===== src/rtl/sw_tlb_pkg.sv =====
package sw_tlb_pkg;
  localparam int unsigned DEF_ENTRIES = 8;
  localparam int unsigned DEF_VPN_W   = 22;
  localparam int unsigned DEF_PTE_W   = 32;

  // Rotating victim arithmetic: one step forward, wrapping at the slot count.
  function automatic int unsigned next_slot(input int unsigned cur, input int unsigned count);
    return (cur + 1 >= count) ? 0 : cur + 1;
  endfunction
endpackage


===== src/rtl/tlb_slot.sv =====
module tlb_slot #(
  parameter int unsigned VPN_W = 22,
  parameter int unsigned PTE_W = 32
) (
  input  logic             clk,
  input  logic             rst_n,
  input  logic             clr,
  input  logic             wr,
  input  logic [VPN_W-1:0] wr_vpn,
  input  logic [PTE_W-1:0] wr_pte,
  input  logic [VPN_W-1:0] look_vpn,
  output logic             valid,
  output logic             look_match,
  output logic             fill_match,
  output logic [PTE_W-1:0] pte
);
  logic             valid_q;
  logic [VPN_W-1:0] tag_q;
  logic [PTE_W-1:0] pte_q;

  always_ff @(posedge clk or negedge rst_n) begin
    if (!rst_n) begin
      valid_q <= 1'b0;
      tag_q   <= '0;
      pte_q   <= '0;
    end else if (clr) begin
      valid_q <= 1'b0;
    end else if (wr) begin
      valid_q <= 1'b1;
      tag_q   <= wr_vpn;
      pte_q   <= wr_pte;
    end
  end

  assign valid      = valid_q;
  assign look_match = valid_q && (tag_q == look_vpn);
  assign fill_match = valid_q && (tag_q == wr_vpn);
  assign pte        = pte_q;

  assert_slot_cleared_R7: assert property (@(posedge clk) disable iff (!rst_n)
    clr |=> !valid_q);
  assert_slot_written_R6: assert property (@(posedge clk) disable iff (!rst_n)
    (wr && !clr) |=> (valid_q && tag_q == $past(wr_vpn)));
endmodule


===== src/rtl/tlb_victim.sv =====
module tlb_victim #(
  parameter int unsigned ENTRIES = 8,
  parameter int unsigned IDX_W   = 3
) (
  input  logic             clk,
  input  logic             rst_n,
  input  logic             advance,
  output logic [IDX_W-1:0] ptr
);
  import sw_tlb_pkg::*;

  logic [IDX_W-1:0] ptr_q;

  always_ff @(posedge clk or negedge rst_n) begin
    if (!rst_n) ptr_q <= '0;
    else if (advance) ptr_q <= IDX_W'(next_slot({{(32-IDX_W){1'b0}}, ptr_q}, ENTRIES));
  end

  assign ptr = ptr_q;

  assert_ptr_holds_R5: assert property (@(posedge clk) disable iff (!rst_n)
    !advance |=> $stable(ptr_q));
  assert_ptr_moves_R6: assert property (@(posedge clk) disable iff (!rst_n)
    advance |=> ptr_q != $past(ptr_q));
endmodule


===== src/rtl/sw_tlb.sv =====
module sw_tlb #(
  parameter int unsigned ENTRIES     = sw_tlb_pkg::DEF_ENTRIES,
  parameter int unsigned VPN_W       = sw_tlb_pkg::DEF_VPN_W,
  parameter int unsigned PTE_W       = sw_tlb_pkg::DEF_PTE_W,
  parameter int unsigned PRESENT_BIT = 0
) (
  input  logic             clk,
  input  logic             rst_n,
  input  logic             lk_req,
  input  logic [VPN_W-1:0] lk_vpn,
  output logic             lk_hit,
  output logic [PTE_W-1:0] lk_pte,
  output logic             miss_exc,
  output logic             page_fault,
  input  logic             fill_en,
  input  logic [VPN_W-1:0] fill_vpn,
  input  logic [PTE_W-1:0] fill_pte,
  input  logic             flush_all
);
  localparam int unsigned IDX_W = (ENTRIES > 1) ? $clog2(ENTRIES) : 1;

  // Named internal events for the assertions.
  logic [ENTRIES-1:0] valid_vec;
  logic [ENTRIES-1:0] look_match;
  logic [ENTRIES-1:0] fill_match;
  logic [PTE_W-1:0]   slot_pte [ENTRIES];
  logic [PTE_W-1:0]   sel_pte;
  logic [IDX_W-1:0]   victim;
  logic               fill_go;
  logic               fill_hit;
  logic               alloc_new;
  logic               any_match;

  assign fill_go   = fill_en && !flush_all;
  assign fill_hit  = |fill_match;
  assign alloc_new = fill_go && !fill_hit;

  for (genvar i = 0; i < ENTRIES; i++) begin : g_slot
    logic wr_i;
    assign wr_i = fill_go && (fill_hit ? fill_match[i] : (victim == IDX_W'(i)));
    tlb_slot #(.VPN_W(VPN_W), .PTE_W(PTE_W)) u_slot (
      .clk        (clk),
      .rst_n      (rst_n),
      .clr        (flush_all),
      .wr         (wr_i),
      .wr_vpn     (fill_vpn),
      .wr_pte     (fill_pte),
      .look_vpn   (lk_vpn),
      .valid      (valid_vec[i]),
      .look_match (look_match[i]),
      .fill_match (fill_match[i]),
      .pte        (slot_pte[i])
    );
  end

  tlb_victim #(.ENTRIES(ENTRIES), .IDX_W(IDX_W)) u_victim (
    .clk     (clk),
    .rst_n   (rst_n),
    .advance (alloc_new),
    .ptr     (victim)
  );

  always_comb begin
    sel_pte = '0;
    for (int i = 0; i < ENTRIES; i++)
      if (look_match[i]) sel_pte = sel_pte | slot_pte[i];
  end

  assign any_match  = |look_match;
  assign lk_hit     = lk_req && !flush_all && any_match;
  assign lk_pte     = lk_hit ? sel_pte : '0;
  assign miss_exc   = lk_req && !lk_hit;
  assign page_fault = lk_hit && !sel_pte[PRESENT_BIT];

  assert_unique_tags_R5: assert property (@(posedge clk) disable iff (!rst_n)
    $onehot0(look_match));
  assert_hit_miss_exclusive_R4: assert property (@(posedge clk) disable iff (!rst_n)
    !(lk_hit && miss_exc));
  assert_idle_quiet_R4: assert property (@(posedge clk) disable iff (!rst_n)
    !lk_req |-> (!lk_hit && !miss_exc && !page_fault));
  assert_fault_on_hit_R8: assert property (@(posedge clk) disable iff (!rst_n)
    page_fault |-> (lk_hit && !miss_exc));
  assert_flush_empties_R7: assert property (@(posedge clk) disable iff (!rst_n)
    flush_all |=> (valid_vec == '0));
  assert_flush_lookup_misses_R7: assert property (@(posedge clk) disable iff (!rst_n)
    (flush_all && lk_req) |-> miss_exc);
endmodule


===== config.mk =====
export PLATFORM = sky130hd
export DESIGN_NAME = sw_tlb
export DESIGN_NICKNAME = d
export VERILOG_FILES = /design/src/rtl/sw_tlb_pkg.sv /design/src/rtl/tlb_slot.sv /design/src/rtl/tlb_victim.sv /design/src/rtl/sw_tlb.sv
export SDC_FILE = /design/constraint.sdc
export NUM_CORES = 1
export LEC_CHECK = 0
export BUFFER_PORTS_ARGS = -buffer_cell sky130_fd_sc_hd__buf_2
export CAP_MARGIN = 20
export CORE_ASPECT_RATIO = 0.7
export CORE_MARGIN = 1.5
export CORE_UTILIZATION = 35
export DETAILED_ROUTE_END_ITERATION = 16
export MAX_ROUTING_LAYER = met4
export PLACE_DENSITY_LB_ADDON = 0.05
export SLEW_MARGIN = 20
export SYNTH_ARGS = -nofsm -noshare
export SYNTH_HDL_FRONTEND = slang
export SYNTH_HIERARCHICAL = 1
export SYNTH_SLANG_ARGS = --single-unit

===== constraint.sdc =====
create_clock -name clk -period 2.6 [get_ports clk]
set_clock_uncertainty 0.05 [all_clocks]
set_input_delay 0.13 -clock clk [delete_from_list [all_inputs] [get_ports clk]]
set_output_delay 0.13 -clock clk [all_outputs]
set_load 0.05 [all_outputs]

==> flow_summary.json, run 1 <==
{
  "p_comb_share_pct": 38.4,
  "clock-root-buffer": "sky130_fd_sc_hd__clkbuf_16",
  "pin_count_of_the_biggest_net_entering_global_routing": 107,
  "setup.worst_path.start_class": "flip-flop",
  "syn_nets": 1737,
  "worst_slew_pin_slew_ps": 720,
  "crit_required_ps": 2420,
  "dr_total_vias": 16300,
  "antenna_violations_before_repair": 0,
  "hold_path_class": "in -> reg",
  "pre_cts_ws_ps": -1580,
  "grt.total_usage_pct": 25.0,
  "power.share.switching_pct": 31.4,
  "core_region_area_mm2": 0.0682,
  "power_internal_mw": 21.9,
  "timing.critical_path.fanout_max": 8,
  "drcViolationCount": 0,
  "detail_route.vias_per_cell": 5.09,
  "drt_first_iter_violations": 1286,
  "floorplan.rows": 80,
  "synth-async-reset-ratio_pct": 100,
  "max_cap_violations": 0,
  "fmax_mhz": 270,
  "wire_length_per_cell_after_detailed_routing_um": 27.3,
  "final.min_clock_period_ps": 3700,
  "area_delta_synth_final_pct": 36.6,
  "dpl-instance-area_mm2": 0.0284,
  "globalRouteMet1Util_pct": 40.4,
  "count_of_flip_flops_with_a_built_in_enable_after_synthesis": 0,
  "fp.dieW_um": 317,
  "use_met2_pct": 32.1,
  "failed_checks": "negative setup slack",
  "power.share.clock_pct": 23.1,
  "worstPathArrival_ps": 3520,
  "synth_warnings": 6,
  "htreeDepth": 2,
  "synthesis.area_mm2": 0.0242,
  "synthDistinctLibCells": 37,
  "yosys_register_bits": 443,
  "run_status": "complete, but fails checks",
  "grt_pass1_wl_mm": 124,
  "globalRouteMet3Util_pct": 4.16,
  "cts_inserted_buffers": 51,
  "timing.setup.critical_path_class": "reg -> out",
  "globalRoute.busiestLayer": "met1",
  "postSynthCellCount": 1655,
  "seq_area_frac_synth_pct": 45.9,
  "power_mw": 32.0,
  "total_global_routing_overflow": 0,
  "timing.final.crit_share_pct": 142,
  "postSynthAreaPerCell_um2": 14.6,
  "grt_pass1_vias": 17000,
  "cellPowerDensity_mw_per_mm2": 968,
  "dieArea_mm2": 0.0706,
  "count_of_port_buffers_added_during_placement": 115,
  "slew_headroom_pct": 51.6,
  "cts.path.max_buffers": 3,
  "setup_viol_count_final": 478,
  "peakVddDrop_mv": 0.556,
  "wirelength_mm": 87.4,
  "hold-worst-slack_ps": 41.5,
  "synth_top_flop_cell": "sky130_fd_sc_hd__dfrtp_1",
  "num-fill-cells": 5952,
  "num-nets-final": 2339,
  "starting_density_of_the_core_pct": 35.4,
  "dpl_hpwl_mm": 56.3,
  "finalHoldViolations": 0,
  "dr.pass1.iters": 5,
  "p_sw_mw": 10.0,
  "io-pin-count": 116,
  "ff_latch_area_mm2": 0.0111,
  "final.setup.worst_slack_ps": -1100,
  "gp_routability_congestion": 0.884,
  "fp.dieH_um": 223,
  "clock_insertion_delay_worst_skew_ps": 620,
  "tritoncts": "done",
  "clk_pin_slew_ps": 60,
  "rsz_0062_raised_after_global_routing": "yes",
  "cts.sinks": 443,
  "power.static_leakage_nw": 14.9,
  "final_max_slew_viol_count": 0,
  "multi_input_comb_area_mm2": 0.0128,
  "worst_setup_path_end_kind": "output pin",
  "route.antenna.remaining_nets": 0,
  "diode_count": 0,
  "post_layout_inst_area_mm2": 0.0330,
  "seqPwrFrac_pct": 38.5,
  "layout-drive-gt1-share_pct": 51.8
}
==> power by group through the flow <==
stage                     registers [mW]  clock network (mW)  logic [mW]
after floorplan                     12.0                   0        6.85
after global placement              12.2                   0        11.3
after detailed placement            12.2                   0        11.5
after CTS                           12.2                7.59        12.0
after global routing                12.6                7.86        13.0
final                               12.3                7.39        12.3
==> flip-flops by register name, summed over array words and instances (netlist names) <==
register and flops:
u_victim/ptr 3, g_slot.u_slot/tag_q 176, g_slot.u_slot/valid 8, g_slot.u_slot/pte 256
==> path summary, 6_finish.rpt <==
path                                                        start                                     end  slack [ps]  cells after the start
min                                                   fill_vpn[5]   g_slot[7].u_slot/tag_q[5]$_DFFE_PN0P_          40                      3
min in group asynchronous                                   rst_n   g_slot[2].u_slot/tag_q[2]$_DFFE_PN0P_         490                      3
max in group asynchronous                                   rst_n    g_slot[5].u_slot/pte[25]$_DFFE_PN0P_        1080                      4
max reg2reg                g_slot[1].u_slot/tag_q[13]$_DFFE_PN0P_  g_slot[1].u_slot/tag_q[12]$_DFFE_PN0P_       -1030                     11
min reg2reg                   g_slot[1].u_slot/pte[5]$_DFFE_PN0P_     g_slot[1].u_slot/pte[5]$_DFFE_PN0P_         460                      1
max                        g_slot[5].u_slot/tag_q[19]$_DFFE_PN0P_                              lk_pte[11]       -1100                     12
==> synthesized netlist by cell type (11+ instances only) <==
master / number / share of area [%]
sky130_fd_sc_hd__dfrtp_1: 443 / 46
sky130_fd_sc_hd__mux2_4: 401 / 25
sky130_fd_sc_hd__xor2_1: 241 / 8.7
sky130_fd_sc_hd__xnor2_1: 112 / 4.1
sky130_fd_sc_hd__a22oi_1: 66 / 2.1
sky130_fd_sc_hd__nor4_1: 51 / 1.3
sky130_fd_sc_hd__nand4_1: 49 / 1.3
sky130_fd_sc_hd__buf_12: 40 / 3.3
sky130_fd_sc_hd__mux2_2: 32 / 1.5
sky130_fd_sc_hd__a221oi_1: 31 / 1.1
sky130_fd_sc_hd__a22o_1: 31 / 1.1
sky130_fd_sc_hd__a31oi_1: 22 / 0.57
sky130_fd_sc_hd__nor2_1: 19 / 0.30
sky130_fd_sc_hd__nor3_1: 17 / 0.35
sky130_fd_sc_hd__nor3_2: 16 / 0.66
sky130_fd_sc_hd__clkbuf_1: 14 / 0.22
sky130_fd_sc_hd__buf_2: 11 / 0.23
sky130_fd_sc_hd__buf_6: 11 / 0.51
==> cell type report <==
type | count | area share [%]
Multi-Input combinational cell | 1131 | 38.7
Clock inverter | 17 | 0.474
Tap cell | 902 | 3.42
Clock buffer | 76 | 4.61
Timing Repair Buffer | 627 | 19.2
Sequential cell | 443 | 33.6
Inverter | 3 | 0.0493
==> per-layer routing <==
metal / vias to the layer above / part of all wire, %
li1: 7257 / -
met1: 8578 / 54
met2: 361 / 40
met3: 77 / 5.2
met4: 0 / 1.4
met5: - / 0
==> repair_timing <==
item                                    4_1_cts  5_1_grt
buffers inserted                             36       20
hold buffers                                 57        0
hold endpoints to repair                    784        0
cloned                                       23       13
pin swaps                                    10       20
endpoints found under the setup margin      478      478
gates resized for setup                     198       97
==> logic make-up (layout without fill, tap and decap cells) <==
family | Yosys count | in the layout | synth area share [%]
mux | 433 | 433 | 26.4
compound gates | 171 | 171 | 5.79
buf+inv | 82 | 723 | 4.41
xor+xnor | 353 | 353 | 12.8
flops | 443 | 443 | 45.9
fa+ha+maj | 1 | 1 | 0.0518
simple gates | 172 | 173 | 4.65
==> stage by stage <==
stage                     utilization (%)  TNS [ps]  instances
after floorplan                         -     -3000       1655
after global placement               41.7   -702310       2980
after detailed placement             41.7   -678980       2980
after CTS                            47.7   -404140       3185
after global routing                 48.4   -471170       3199
final                                48.4   -461240       3199
==> critical path: stages (launching register included) <==
cell	delay (ps)
sky130_fd_sc_hd__dfrtp_1	470
sky130_fd_sc_hd__xor2_1	210
sky130_fd_sc_hd__nor4_2	440
sky130_fd_sc_hd__buf_4	190
sky130_fd_sc_hd__nand4_1	110
sky130_fd_sc_hd__buf_4	180
sky130_fd_sc_hd__nor3_4	150
sky130_fd_sc_hd__nor4_1	80
sky130_fd_sc_hd__a211o_2	400
sky130_fd_sc_hd__buf_12	190
sky130_fd_sc_hd__buf_12	160
sky130_fd_sc_hd__a31oi_4	170
sky130_fd_sc_hd__buf_6	180
==> cell usage in the layout, fill, tap and decap left out, types with 10 or more instances in the layout <==
master,netlist,routed
sky130_fd_sc_hd__buf_2,11,79
sky130_fd_sc_hd__a31oi_4,0,28
sky130_fd_sc_hd__clkinv_2,0,12
sky130_fd_sc_hd__buf_12,40,64
sky130_fd_sc_hd__nor4_1,51,36
sky130_fd_sc_hd__mux2_2,32,32
sky130_fd_sc_hd__buf_6,11,56
sky130_fd_sc_hd__dfrtp_1,443,443
sky130_fd_sc_hd__a221oi_1,31,31
sky130_fd_sc_hd__nor3_1,17,17
sky130_fd_sc_hd__clkbuf_16,0,64
sky130_fd_sc_hd__clkbuf_8,0,15
sky130_fd_sc_hd__nor2_1,19,10
sky130_fd_sc_hd__mux2_4,401,401
sky130_fd_sc_hd__a22oi_1,66,66
sky130_fd_sc_hd__dlygate4sd3_1,0,56
sky130_fd_sc_hd__buf_16,0,17
sky130_fd_sc_hd__nor3_4,0,10
sky130_fd_sc_hd__a22o_1,31,31
sky130_fd_sc_hd__buf_4,3,327
sky130_fd_sc_hd__clkbuf_1,14,10
sky130_fd_sc_hd__nor2b_4,8,10
sky130_fd_sc_hd__buf_8,0,15
sky130_fd_sc_hd__xnor2_1,112,112
sky130_fd_sc_hd__nand4_1,49,49
sky130_fd_sc_hd__xor2_1,241,232
sky130_fd_sc_hd__nor4_2,0,12
Power figures use the tool's default switching activity.
==> run 2, diff against run 1 <==
Settings changed: SKIP_CTS_REPAIR_TIMING from default to 1.
Clock period 2.6 ns to 4.23 ns, I/O delays scaled along.
==> flow_summary.json, run 2 (synthesized netlist as in run 1, its figures left out) <==
{
  "finalCoreUtilization_pct": 40.9,
  "worst-r2r-setup-slack_ps": 260,
  "fmax_mhz": 243,
  "timing.critical_path.cells": "xor2_1 > nor4_1 > buf_4 > nand4_1 > buf_4 > nor3_4 > nor4_1 > buf_4 > a211o_2 > buf_12 > buf_12 > and2_1 > buf_2",
  "setup.worst_path.start_class": "flip-flop",
  "final.setup.worst_slack_ps": 116,
  "worst_setup_path_end_kind": "output pin",
  "count_of_port_buffers_added_during_placement": 115,
  "route.antenna.remaining_nets": 0,
  "finalHoldViolations": 0,
  "worstHoldPathCells": 2,
  "final.min_clock_period_ps": 4110,
  "crit_required_ps": 3970,
  "clock_insertion_delay_worst_skew_ps": 610,
  "r2r-start": "g_slot[2].u_slot/tag_q[2]$_DFFE_PN0P_",
  "cts.sinks": 443,
  "dr.pass1.iters": 5,
  "timing.setup.critical_path_class": "reg -> out",
  "peakVddDrop_mv": 0.308,
  "pre_cts_ws_ps": 245,
  "num-fill-cells": 6268,
  "area_delta_synth_final_pct": 15.4,
  "worstPathArrival_ps": 3850,
  "worst-path-buf-inv": 6,
  "fp.dieW_um": 317,
  "cpLargestDelayFamily": "buffers and inverters",
  "critPathMaxStageDelay_ps": 540,
  "length_in_cells_of_the_worst_reg_to_reg_path": 12,
  "timing.final.crit_share_pct": 97.2,
  "layout_commonest_cell": "sky130_fd_sc_hd__dfrtp_1",
  "worst_slew_pin_slew_ps": 1180,
  "max_cap_violations": 0,
  "wire_length_per_cell_after_detailed_routing_um": 27.7,
  "detail_route.vias_per_cell": 5.22,
  "grt_pass1_wl_mm": 115,
  "tritoncts": "done",
  "number_of_flip_flops_under_the_largest_register_name": 256,
  "num-nets-final": 1944,
  "total_global_routing_overflow": 0,
  "cts_inserted_buffers": 49,
  "final_max_slew_viol_count": 0,
  "setup-tns-final_ps": 0,
  "clock-root-buffer": "sky130_fd_sc_hd__clkbuf_16",
  "starting_density_of_the_core_pct": 35.4,
  "post-place-cells": 2680,
  "min_delay_worst_endpoint": "g_slot[6].u_slot/valid$_DFFE_PN0P_",
  "hold_path_class": "in -> reg",
  "hp-start": "flush_all",
  "fp.dieH_um": 223,
  "slew_headroom_pct": 20.7,
  "cpMaxStageDelayCell": "sky130_fd_sc_hd__xor2_1",
  "core_region_area_mm2": 0.0682,
  "gp_routability_congestion": 0.871,
  "layoutNonFillerInstCount": 2802,
  "floorplan.rows": 80,
  "timing.critical_path.fanout_max": 20,
  "wirelength_mm": 77.6,
  "dpl_hpwl_mm": 51.7,
  "antenna_violations_before_repair": 3,
  "clk_pin_slew_ps": 60,
  "htreeDepth": 2,
  "grt_pass1_vias": 15300,
  "critical-path-top-cell-by-count": "sky130_fd_sc_hd__buf_4",
  "power.static_leakage_nw": 12.3,
  "cts.path.max_buffers": 3,
  "mostFrequentLayoutCells": "443 x sky130_fd_sc_hd__dfrtp_1, 401 x sky130_fd_sc_hd__mux2_4, 240 x sky130_fd_sc_hd__xor2_1, 112 x sky130_fd_sc_hd__xnor2_1, 105 x sky130_fd_sc_hd__buf_2",
  "dr_total_vias": 14600,
  "drcViolationCount": 0,
  "setup_viol_count_final": 0,
  "cellPowerDensity_mw_per_mm2": 632,
  "layout-drive-gt1-share_pct": 39.3,
  "drt_first_iter_violations": 1022,
  "run_status": "complete, no violations",
  "pin_count_of_the_biggest_net_entering_global_routing": 110,
  "dieArea_mm2": 0.0706,
  "grt.total_usage_pct": 22.9,
  "timing.rr.end": "g_slot[2].u_slot/tag_q[8]$_DFFE_PN0P_",
  "rsz_0062_raised_after_global_routing": "yes",
  "io-pin-count": 116
}
[run 2: final cells by class]
| class | instances | area [um2] | area share [%] |
|---|---|---|---|
| Clock inverter | 10 | 82.6 | 0.296 |
| Timing Repair Buffer | 235 | 2040 | 7.32 |
| Antenna cell | 3 | 7.51 | 0.0269 |
| Inverter | 3 | 11.3 | 0.0404 |
| Clock buffer | 76 | 1460 | 5.23 |
| Tap cell | 902 | 1130 | 4.05 |
| Sequential cell | 443 | 11100 | 39.7 |
| Multi-Input combinational cell | 1130 | 12100 | 43.3 |
[run 2: per-layer routing]
| layer | vias up | GRT usage (%) | part of all wire (%) |
|---|---|---|---|
| li1 | 6451 | - | - |
| met1 | 7827 | 36.9 | 54 |
| met2 | 292 | 29.8 | 40 |
| met3 | 70 | 3.46 | 4.9 |
| met4 | 0 | 4.12 | 1.2 |
| met5 | - | - | 0 |
[run 2: worst register-to-register path: cells and delay by family, from the launching register on]
kind / cells / cell delay [ps]
and+or+nand+nor: 6 / 1880
DFF: 1 / 410
muxes: 1 / 380
xor gates and xnor gates: 1 / 150
AOI/OAI and AO/OA: 1 / 310
buffers and inverters: 3 / 660
[run 2: worst max-delay path by stage]
stage,startpoint,end,cells after the start
floorplan,g_slot[3].u_slot/tag_q[18]$_DFFE_PN0P_,lk_pte[16],8
global placement,fill_vpn[2],g_slot[2].u_slot/tag_q[8]$_DFFE_PN0P_,13
detailed placement,fill_vpn[2],g_slot[2].u_slot/pte[6]$_DFFE_PN0P_,13
CTS,g_slot[6].u_slot/tag_q[14]$_DFFE_PN0P_,miss_exc,13
global route,g_slot[7].u_slot/tag_q[14]$_DFFE_PN0P_,miss_exc,13
finish,g_slot[7].u_slot/tag_q[14]$_DFFE_PN0P_,miss_exc,13
[run 2: through the flow]
stage / instance area (um2) / hold slack (ps) / power (mW)
floorplan: 24200 / -134 / 11.6
global placement: 26000 / 319 / 13.2
detailed placement: 26000 / 356 / 13.3
CTS: 27500 / -311 / 17.7
global route: 27900 / 98.5 / 18.6
finish: 27900 / 106 / 17.6
[run 2: where the power goes]
group,total (mW),internal (mW),switching [mW]
Combinational,5.47,3.46,2.01
Sequential,7.91,6.14,1.77
Clock,4.25,2.42,1.84
Total,17.6,12.0,5.62
